===== config.mk =====
export PLATFORM = sky130hd
export DESIGN_NAME = sleep_wake_ctrl
export DESIGN_NICKNAME = d
export VERILOG_FILES = /design/src/rtl/sleep_pkg.sv /design/src/rtl/sleep_mode_decode.sv /design/src/rtl/sleep_wake_filter.sv /design/src/rtl/sleep_wake_seq.sv /design/src/rtl/sleep_wake_ctrl.sv
export SDC_FILE = /design/constraint.sdc
export NUM_CORES = 1
export LEC_CHECK = 0
export BUFFER_PORTS_ARGS = -buffer_cell sky130_fd_sc_hd__buf_4
export CAP_MARGIN = 10
export CORE_MARGIN = 4
export CORE_UTILIZATION = 55
export CTS_CLUSTER_SIZE = 10
export DETAILED_ROUTE_END_ITERATION = 8
export PLACE_DENSITY = 0.84
export SLEW_MARGIN = 20
export SYNTH_ARGS = -nofsm -noshare
export SYNTH_HDL_FRONTEND = slang
export SYNTH_SLANG_ARGS = --single-unit

===== constraint.sdc =====
create_clock -name clk -period 3.42 [get_ports clk]
set_input_delay 0.684 -clock clk [delete_from_list [all_inputs] [get_ports clk]]
set_output_delay 0.684 -clock clk [all_outputs]
set_load 0.02 [all_outputs]

===== src/rtl/sleep_pkg.sv =====
package sleep_pkg;

    localparam int NSRC     = 9;
    localparam int HOLD_CYC = 4;

    // wake-source indices
    localparam int SRC_EXT0 = 0;
    localparam int SRC_EXT1 = 1;
    localparam int SRC_TMR  = 4;

    localparam logic [2:0] MD_IDLE  = 3'b000;
    localparam logic [2:0] MD_ADCNR = 3'b001;
    localparam logic [2:0] MD_PDOWN = 3'b010;
    localparam logic [2:0] MD_PSAVE = 3'b011;
    localparam logic [2:0] MD_STBY  = 3'b110;
    localparam logic [2:0] MD_XSTBY = 3'b111;

    typedef enum logic [1:0] {
        ST_RUN,
        ST_SLEEP,
        ST_START,
        ST_HOLD
    } pm_state_e;

    typedef struct packed {
        logic            clk_io;
        logic            clk_adc;
        logic            asy_ok;       // async clock kept if timer is async
        logic            main_osc;
        logic            edge_ok;      // external pins may wake on edges
        logic            bod_ok;       // brown-out disable permitted
        logic            need_startup; // main oscillator was stopped
        logic            tmr_free;     // timer wake not tied to async mode
        logic [NSRC-1:0] src_mask;
    } mode_prof_t;

    function automatic logic mode_ok(input logic [2:0] m);
        return (m[2:1] != 2'b10);
    endfunction

    function automatic mode_prof_t decode_mode(input logic [2:0] m);
        mode_prof_t p;
        p = '0;
        case (m)
            MD_IDLE: begin
                p.clk_io = 1'b1; p.clk_adc = 1'b1; p.asy_ok = 1'b1;
                p.main_osc = 1'b1; p.edge_ok = 1'b1; p.tmr_free = 1'b1;
                p.src_mask = 9'h1FF;
            end
            MD_ADCNR: begin
                p.clk_adc = 1'b1; p.asy_ok = 1'b1; p.main_osc = 1'b1;
                p.edge_ok = 1'b1; p.src_mask = 9'h0FF;
            end
            MD_PDOWN: begin
                p.bod_ok = 1'b1; p.need_startup = 1'b1; p.src_mask = 9'h08F;
            end
            MD_PSAVE: begin
                p.asy_ok = 1'b1; p.bod_ok = 1'b1; p.need_startup = 1'b1;
                p.src_mask = 9'h09F;
            end
            MD_STBY: begin
                p.main_osc = 1'b1; p.bod_ok = 1'b1; p.src_mask = 9'h08F;
            end
            MD_XSTBY: begin
                p.asy_ok = 1'b1; p.main_osc = 1'b1; p.bod_ok = 1'b1;
                p.src_mask = 9'h09F;
            end
            default: p = '0;
        endcase
        return p;
    endfunction

endpackage


===== src/rtl/sleep_mode_decode.sv =====
module sleep_mode_decode
    import sleep_pkg::*;
(
    input  logic [2:0] mode,
    output mode_prof_t prof
);
    assign prof = decode_mode(mode);
endmodule


===== src/rtl/sleep_wake_filter.sv =====
module sleep_wake_filter
    import sleep_pkg::*;
(
    input  mode_prof_t      prof,
    input  logic            tmr_async,
    input  logic [1:0]      ext_level,
    input  logic [NSRC-1:0] wake_req,
    input  logic [NSRC-1:0] wake_ie,
    output logic            wake_any
);
    logic [NSRC-1:0] gate;

    for (genvar i = 0; i < NSRC; i++) begin : g_src
        if (i == SRC_EXT0 || i == SRC_EXT1) begin : g_ext
            assign gate[i] = prof.edge_ok | ext_level[i];
        end else if (i == SRC_TMR) begin : g_tmr
            assign gate[i] = prof.tmr_free | tmr_async;
        end else begin : g_plain
            assign gate[i] = 1'b1;
        end
    end

    assign wake_any = |(wake_req & wake_ie & prof.src_mask & gate);
endmodule


===== src/rtl/sleep_wake_seq.sv =====
module sleep_wake_seq
    import sleep_pkg::*;
#(
    parameter int CNT_W = 16
) (
    input  logic             clk,
    input  logic             rst,
    input  logic             enter,
    input  logic [2:0]       mode_in,
    input  logic             bod_in,
    input  logic             wake_any,
    input  logic             rst_req,
    input  logic             need_startup,
    input  logic [CNT_W-1:0] startup_cycles,
    output pm_state_e        st,
    output logic [2:0]       mode_q,
    output logic             bod_q,
    output logic             irq_pulse,
    output logic             rst_pulse
);
    localparam logic [CNT_W-1:0] HOLD_LAST = CNT_W'(HOLD_CYC - 1);

    pm_state_e        st_q;
    logic [CNT_W-1:0] cnt_q;
    logic             cause_q;
    logic             cause_now;

    assign st        = st_q;
    assign cause_now = cause_q | rst_req;

    always_ff @(posedge clk) begin
        if (rst) begin
            st_q      <= ST_RUN;
            cnt_q     <= '0;
            cause_q   <= 1'b0;
            mode_q    <= MD_IDLE;
            bod_q     <= 1'b0;
            irq_pulse <= 1'b0;
            rst_pulse <= 1'b0;
        end else begin
            irq_pulse <= 1'b0;
            rst_pulse <= 1'b0;
            case (st_q)
                ST_RUN: begin
                    cause_q <= 1'b0;
                    if (enter) begin
                        st_q   <= ST_SLEEP;
                        mode_q <= mode_in;
                        bod_q  <= bod_in;
                    end
                end
                ST_SLEEP: begin
                    if (wake_any || rst_req) begin
                        cause_q <= rst_req;
                        if (need_startup && startup_cycles != '0) begin
                            st_q  <= ST_START;
                            cnt_q <= startup_cycles - 1'b1;
                        end else begin
                            st_q  <= ST_HOLD;
                            cnt_q <= HOLD_LAST;
                        end
                    end
                end
                ST_START: begin
                    cause_q <= cause_now;
                    if (cnt_q == '0) begin
                        st_q  <= ST_HOLD;
                        cnt_q <= HOLD_LAST;
                    end else begin
                        cnt_q <= cnt_q - 1'b1;
                    end
                end
                default: begin
                    cause_q <= cause_now;
                    if (cnt_q == '0) begin
                        st_q      <= ST_RUN;
                        irq_pulse <= ~cause_now;
                        rst_pulse <= cause_now;
                    end else begin
                        cnt_q <= cnt_q - 1'b1;
                    end
                end
            endcase
        end
    end

    AST_MODE_HELD: assert property (@(posedge clk) disable iff (rst)
        (st_q == ST_SLEEP) |=> $stable(mode_q));

    AST_HOLD_BEFORE_RUN: assert property (@(posedge clk) disable iff (rst)
        (irq_pulse || rst_pulse) |-> ($past(st_q, 4) == ST_HOLD));

    AST_ONE_CAUSE: assert property (@(posedge clk) disable iff (rst)
        !(irq_pulse && rst_pulse));
endmodule


===== src/rtl/sleep_wake_ctrl.sv =====
module sleep_wake_ctrl
    import sleep_pkg::*;
#(
    parameter int CNT_W = 16
) (
    input  logic             clk,
    input  logic             rst,
    input  logic             sleep_en,
    input  logic [2:0]       mode_sel,
    input  logic             sleep_insn,
    input  logic             bod_req,
    input  logic             tmr_async,
    input  logic [1:0]       ext_level,
    input  logic [CNT_W-1:0] startup_cycles,
    input  logic [8:0]       wake_req,
    input  logic [8:0]       wake_ie,
    input  logic             core_rst_req,
    output logic             clk_cpu_en,
    output logic             clk_flash_en,
    output logic             clk_io_en,
    output logic             clk_adc_en,
    output logic             clk_asy_en,
    output logic             main_osc_en,
    output logic             tmr_osc_en,
    output logic             bod_off,
    output logic             asleep,
    output logic             wake_irq,
    output logic             wake_rst
);
    pm_state_e  st;
    logic [2:0] mode_q;
    logic       bod_q;
    logic       wake_any;
    logic       enter;
    mode_prof_t prof;

    assign enter = sleep_insn & sleep_en & mode_ok(mode_sel);

    sleep_mode_decode u_dec (
        .mode (mode_q),
        .prof (prof)
    );

    sleep_wake_filter u_filt (
        .prof      (prof),
        .tmr_async (tmr_async),
        .ext_level (ext_level),
        .wake_req  (wake_req),
        .wake_ie   (wake_ie),
        .wake_any  (wake_any)
    );

    sleep_wake_seq #(.CNT_W(CNT_W)) u_seq (
        .clk            (clk),
        .rst            (rst),
        .enter          (enter),
        .mode_in        (mode_sel),
        .bod_in         (bod_req),
        .wake_any       (wake_any),
        .rst_req        (core_rst_req),
        .need_startup   (prof.need_startup),
        .startup_cycles (startup_cycles),
        .st             (st),
        .mode_q         (mode_q),
        .bod_q          (bod_q),
        .irq_pulse      (wake_irq),
        .rst_pulse      (wake_rst)
    );

    always_comb begin
        clk_cpu_en   = 1'b1;
        clk_flash_en = 1'b1;
        clk_io_en    = 1'b1;
        clk_adc_en   = 1'b1;
        clk_asy_en   = tmr_async;
        main_osc_en  = 1'b1;
        tmr_osc_en   = tmr_async;
        bod_off      = 1'b0;
        case (st)
            ST_SLEEP, ST_START: begin
                clk_cpu_en   = 1'b0;
                clk_flash_en = 1'b0;
                clk_io_en    = prof.clk_io;
                clk_adc_en   = prof.clk_adc;
                clk_asy_en   = prof.asy_ok & tmr_async;
                tmr_osc_en   = prof.asy_ok & tmr_async;
                main_osc_en  = prof.main_osc | (st == ST_START);
                bod_off      = prof.bod_ok & bod_q & (st == ST_SLEEP);
            end
            ST_HOLD: clk_cpu_en = 1'b0;
            default: ;
        endcase
    end

    assign asleep = (st != ST_RUN);

    AST_NO_ENTRY_WITHOUT_SE: assert property (@(posedge clk) disable iff (rst)
        (!asleep && !(sleep_insn && sleep_en)) |=> !asleep);

    AST_RESERVED_NO_SLEEP: assert property (@(posedge clk) disable iff (rst)
        (!asleep && mode_sel[2:1] == 2'b10) |=> !asleep);

    AST_BOD_ONLY_DEEP: assert property (@(posedge clk) disable iff (rst)
        bod_off |-> (!clk_io_en && !clk_cpu_en));

    AST_WAKE_PULSE_ON_RESUME: assert property (@(posedge clk) disable iff (rst)
        $rose(clk_cpu_en) |-> $countones({wake_irq, wake_rst}) == 1);
endmodule


; ---- Yosys cells after proc, flatten, opt, wreduce, memory -nomap -nowiden
; Index checks and enable logic that the tools add are counted.
[classes]
add_sub_neg = 2
eq_ne = 13
mux = 27
n_bitwise = 16
reduce_logical = 22
[op_table]
columns = operator, n
row1 = 16-bit two-way mux, 4
row2 = 16-bit one-hot mux with 3 select lines, 1
row3 = 9-bit one-hot mux with 4 select lines, 1
row4 = 16-bit by 1-bit subtractor with 16-bit output (second input constant), 2
row5 = 9-bit AND, 3
row6 = 16-bit logical NOT, 1
row7 = 16-bit nonzero test, 1
row8 = 1-bit two-way mux, 15
row9 = 4-bit OR reduction, 3
row10 = 2-bit OR reduction, 5
row11 = 9-bit OR reduction, 1
row12 = 2-bit two-way mux, 4
row13 = 3-bit by 2-bit == test with 1-bit output (second input constant), 2
row14 = 3-bit == test (second input constant), 2
row15 = 2-bit one-hot mux with 3 select lines, 1
row16 = 1-bit AND, 5
row17 = 1-bit bitwise OR, 5
row18 = 5-bit OR reduction, 1
row19 = 2-bit == test (second input constant), 2
row20 = 2-bit by 1-bit != test with 1-bit output (second input constant), 2
row21 = 2-bit != test (second input constant), 2
row22 = 4-bit AND reduction, 1
row23 = 3-bit by 1-bit == test with 1-bit output (second input constant), 1
row24 = 3-bit logical NOT, 1
row25 = other kinds (12), 14
[word_totals]
regBits = 25
input_bits = 46
word_cells = 87

; ---- Logic depth before layout (Yosys ltp)
[logic_depth]
word_depth = 9
ltp_mapped = 11

; ---- Modules after synthesis
; From an unflattened synthesis, not the netlist that was laid out.
[hier_totals]
hier_cells = 266
hier_area_um2 = 2074.5
[modules_own_cells]
columns = module, n_inst, cells_per_inst, area_per_inst_um2, seq_area_each_um2
row1 = sleep_wake_seq, 1, 217, 1752.9, 500.5
row2 = sleep_wake_ctrl, 1, 17, 123.9, 0.0
row3 = sleep_mode_decode, 1, 18, 117.6, 0.0
row4 = sleep_wake_filter, 1, 14, 80.1, 0.0

; ---- Worst setup path before layout
; Ideal clock, no wire load.
[synth_timing]
path_kind = register to output
start = register u_seq.st_q[0], in the netlist u_seq.st[0]
end = output port tmr_osc_en
arrival_ns = 1.697
required_time_ns = 2.736
setup_slack_ns = 1.039
path_stages_with_launch = 7
path_buffers = 1
path_cell_list = dfxtp_1 inv_1 ha_1 o21ai_0 a21oi_1 nor2b_1 buf_4
[synth_between]
elab_chain_cells = 3
word_cells_on_any_way = 4
classes_between = eq/ne: 2 / mux: 1 / reduce/logical: 1
[synth_rtl]
columns = element, line
row1 = from (decl), sleep_wake_seq.sv:23  ; pm_state_e st_q;
row2 = from (signal assigned), sleep_wake_seq.sv:33  ; st_q <= ST_RUN;
row3 = from (signal assigned), sleep_wake_seq.sv:47  ; st_q <= ST_SLEEP;
row4 = from (signal assigned), sleep_wake_seq.sv:56  ; st_q <= ST_START;
row5 = 2-bit == test or 2-bit by 1-bit == test with 1-bit output (tied branches), -
row6 = 2-bit OR reduction (*), -
row7 = 1-bit two-way mux (*), -
row8 = to (decl), sleep_wake_ctrl.sv:24  ; output logic tmr_osc_en,
; Mark *: on every way between the ends. The rest lies on a longest branch, timed or not.

; ---- Worst setup path after layout
[layout_timing]
start = register u_seq.cnt_q[0]
end = register u_seq.cnt_q[7]
[layout_between]
elab_chain_cells = 3
word_cells_on_any_way = 7
classes_between = add/sub: 1 / eq/ne: 1 / mux: 3 / reduce/logical: 2
[layout_rtl]
columns = element, line
row1 = from (decl), sleep_wake_seq.sv:24  ; logic [CNT_W-1:0] cnt_q;
row2 = from (signal assigned), sleep_wake_seq.sv:57  ; cnt_q <= startup_cycles - 1'b1;
row3 = from (signal assigned), sleep_wake_seq.sv:70  ; cnt_q <= cnt_q - 1'b1;
row4 = from (signal assigned), sleep_wake_seq.sv:80  ; cnt_q <= cnt_q - 1'b1;
row5 = 16-bit by 1-bit subtractor with 16-bit output or 16-bit logical NOT (tied branches), -
row6 = "16-bit two-way mux, or another cell as far along", sleep_wake_seq.sv:75  ; if (cnt_q == '0) begin
row7 = 16-bit one-hot mux with 3 select lines or 3-bit AND reduction (tied branches), -
; Several ways; a longest one is shown, not always the timed one. The select of a mux whose other input is x is not followed.
; A chain may end at the register's enable or synchronous reset.

==> metrics list <==
- Status: finished, final reports clean
* Number of iterations in the first detailed-routing pass: 4
- Vert. Die Dim: 68.7 µm
- After floorplanning, the core was divided into 21 placement rows.
* EDFF count, synth: 0
* Highest-delay cell along the critical path: or4_1
- In the finished design, the share of the clock period the worst path needs comes to 0.813.
- Highest clock rate: 360 MHz
- Setup violations remaining at the end of the flow were counted as 0.
- Endpoint of the most critical register-to-register path: u_seq.cnt_q[7]
* Worst Skew: 0.00790 ns
* TritonCTS clock tree: built
* Combinational group share of total power: 0.741
- Layout Utilization: 0.727
- For the final routed database, the setup TNS stands at 0 ns.
- The first global-routing pass estimated 8290 µm of wire.
- Once placement finished, the instance area stood at 2460 µm².
- CP arrival: 2.95 ns
* Worst min path class: reg -> reg
* Clock group share of total power: 0.066
- Max Transition Viols Final: 0
- Startpoint of the most critical hold path: u_seq.cnt_q[14]
* Post-detailed-route DRC marker count: 0
- RePlAce Congestion: 0.903
* Synthesis Warnings: 0
* Number of buffers added by the clock tree synthesis step: 3
- The share of synthesized area in the top cell type comes to 0.247.
- CTS built an H-tree with a depth of 1.
- The number of placed instances, taps included, is 362.
- Worst setup path class: reg -> reg
- Average footprint of a synthesized cell: 7.54 µm²
- Detailed placement ended at an HPWL of 4130 µm.
* Vias per std cell: 5.80
* Ports placed on the boundary: 57
* Layout cell share with drive strength beyond 1: 0.238
* Reported net switching power: 1.39 mW
* R2r worst-path depth: 8
- Clock latency on the worst-skew pair: 0.28 ns
- Clock tree buffer depth: 2
- In the final design database the tool counted 375 nets.
- Routed WL per cell: 14.6 µm
- Slew Limit Headroom: 0.192
* Die footprint: 4720 µm²
- Nature of the critical path startpoint: flop
- In this design, the stage delay of the slowest critical-path cell is 0.66 ns.
* Count of filler cells inserted in the layout: 282
* Inserted Diodes: 0
- Setup repair after global routing left no endpoint under its margin.
* Critical Path RT: 3.59 ns
* Async set-reset flop share out of synthesis: 0
- Of the total power, the share spent switching nets is 0.505.
* Dominant synthesized flop cell: dfxtp_1
- The routed layout has 2121 vias.
* Antenna violations before repair: 0
- The worst setup path is captured at a flop.
* Buf+Inv Stages, Crit Path: 1
* Largest delay share family, worst path: simple AND/OR/NAND/NOR gates
- The worst path in the final design needs a cycle of 2.78 ns, including I/O delays and setup.
* Minimum setup slack among reg-to-reg paths: 0.64 ns
- Worst hold path stage count: 2
- Maxcap violations: 0
* Post-cts resize count: 0
- The number of nets in the synthesized netlist is 323.
* Cell chain of the critical path: inv_1 -> ha_1 -> or4b_1 -> or4_1 -> a21oi_4 -> nand2b_1 -> a21oi_1 -> a31o_1
- Summed over all layers, the routed wires come to 5350 µm.
* Hold bufs inserted after CTS: 0
- Initial Util: 0.589
- Post-route antenna net violation count: 0
- In this run the worst path has a maximum fanout of 21.
- For the pin with the worst max-slew slack, the measured transition is 1.20 ns.
* Cell types with the largest area share after synthesis: dfxtp_1, a21oi_1, xor2_1
- The worst hold path terminates at u_seq.cnt_q[14].
* Buffer cell driving the clock tree root: clkbuf_8
- Non-Filler Instances: 366
- The detailed router finished its first iteration with 157 violations.
- Total gr overflow: 0
* P_leak: 1.04 nW
- The die is 68.7 µm wide.
- Register bit count reported by yosys: 25
- Peak VDD IR: 0.866 mV
- Clock-pin slew was measured on the worst setup and hold paths at 0.08 ns.
- After routing the design area is 2500 µm².
- The via count of the first global-routing pass was 1813.
- Final hold violation count: 0
- Internal Power: 1.36 mW
- Netlist area before placement: 2030 µm²
- Relative to the synthesized area, the layout overhead comes to 23.5%.
- Cell taking the most area after synthesis: dfxtp_1
* Post CTS Setup Buffer Count: 0
* Worst r2r src: u_seq.cnt_q[0]
- Count of unique library cells instantiated by Yosys: 56
- Clock net sink count: 25
- The cell count after synthesis came out at 269.
- Entering global routing, the biggest net connects 22 pins.
- During placement, the flow inserted port buffers numbering 56.
- Sequential cell area fraction in the yosys report: 0.247
- The share of total power dissipated in sequential elements is 0.193.
- All-layer global routing usage: 0.230
* Power density of the placed cells: 1100 nW/µm²
- In this run the standard cell core region covers 3440 µm².
## flip-flops by register name (all words and copies together) (netlist names)
register / cells
u_seq.st: 2
u_seq.irq_pulse: 1
u_seq.bod_q: 1
u_seq.rst_pulse: 1
u_seq.mode_q: 3
u_seq.cause_q: 1
u_seq.cnt_q: 16
## power groups by stage
stage | sequential (mW) | combinational, mW | clock, mW
2_1_floorplan | 0.494 | 1.70 | 0
3_3_place_gp | 0.525 | 1.95 | 0
3_5_place_dp | 0.530 | 1.99 | 0
4_1_cts | 0.526 | 2.00 | 0.183
5_1_grt | 0.549 | 2.24 | 0.194
6_report | 0.531 | 2.04 | 0.181
## final cells by class
| class | count | area (µm²) | area share |
|---|---|---|---|
| clock buffers | 4 | 45.0 | 0.0180 |
| well taps | 46 | 57.6 | 0.0230 |
| flip-flops and latches | 25 | 500 | 0.200 |
| inverters | 14 | 52.6 | 0.0210 |
| multi-input cells | 216 | 1390 | 0.555 |
| repair buffers | 61 | 458 | 0.183 |
## worst reg2reg max path, cell delays in order, from the launching register on
cell and delay [ns]:
dfxtp_1 0.37, inv_1 0.10, ha_1 0.14, or4b_1 0.41, or4_1 0.66, a21oi_4 0.53, nand2b_1 0.18, a21oi_1 0.08
a31o_1 0.22
## stage by stage
stage,setup slack (ns),total power [mW],hold WS [ns]
floorplan,1.04,2.19,0.451
global placement,0.767,2.48,0.463
detailed placement,0.692,2.52,0.474
CTS,0.686,2.71,0.487
global route,0.501,2.98,0.500
finish,0.641,2.75,0.488
## Yosys cell counts (5+ instances only)
library cell  instances
nand2_1              28
dfxtp_1              25
a21oi_1              23
nor2_1               23
inv_1                14
xor2_1               13
nand3_1              12
nor3_1                9
o21ai_0               9
o22ai_1               9
ha_1                  8
xnor2_1               8
clkbuf_1              6
nor4_1                6
nand4_1               5
nor2b_1               5
## layout by cell type (no fill, tap or decap), types with 9 or more instances in the layout
master / n
nand2_1: 28
o22ai_1: 9
buf_4: 61
a21oi_1: 23
o21ai_0: 9
inv_1: 14
nor3_1: 9
dfxtp_1: 25
nand3_1: 12
nor2_1: 23
xor2_1: 13
## worst max path at each step
stage | from | end | slack, ns | cells after the start
after global placement | u_seq.cnt_q[0] | u_seq.cnt_q[7] | 0.77 | 8
after CTS | u_seq.cnt_q[0] | u_seq.cnt_q[7] | 0.69 | 8
after detailed placement | u_seq.cnt_q[0] | u_seq.cnt_q[12] | 0.69 | 8
final | u_seq.cnt_q[0] | u_seq.cnt_q[7] | 0.64 | 8
after global routing | u_seq.cnt_q[0] | u_seq.cnt_q[12] | 0.50 | 8
after floorplan | u_seq.st[0] | tmr_osc_en | 1.04 | 6
## cell families after synthesis
kind of cell	share of synthesized area
compound gates	0.244
xor+xnor	0.0907
fa+ha+maj	0.0494
buf+inv	0.0673
flops	0.247
mux	0.0148
simple gates	0.287
## metal layers
| layer | vias up | wire length [µm] | track usage |
|---|---|---|---|
| li1 | 1076 | - | - |
| met1 | 994 | 2470 | 0.302 |
| met2 | 42 | 2610 | 0.397 |
| met3 | 9 | 220 | 0.0405 |
| met4 | 0 | 43 | 0.0414 |
| met5 | - | 0 | 0 |
(Power assumes the default switching activity.)
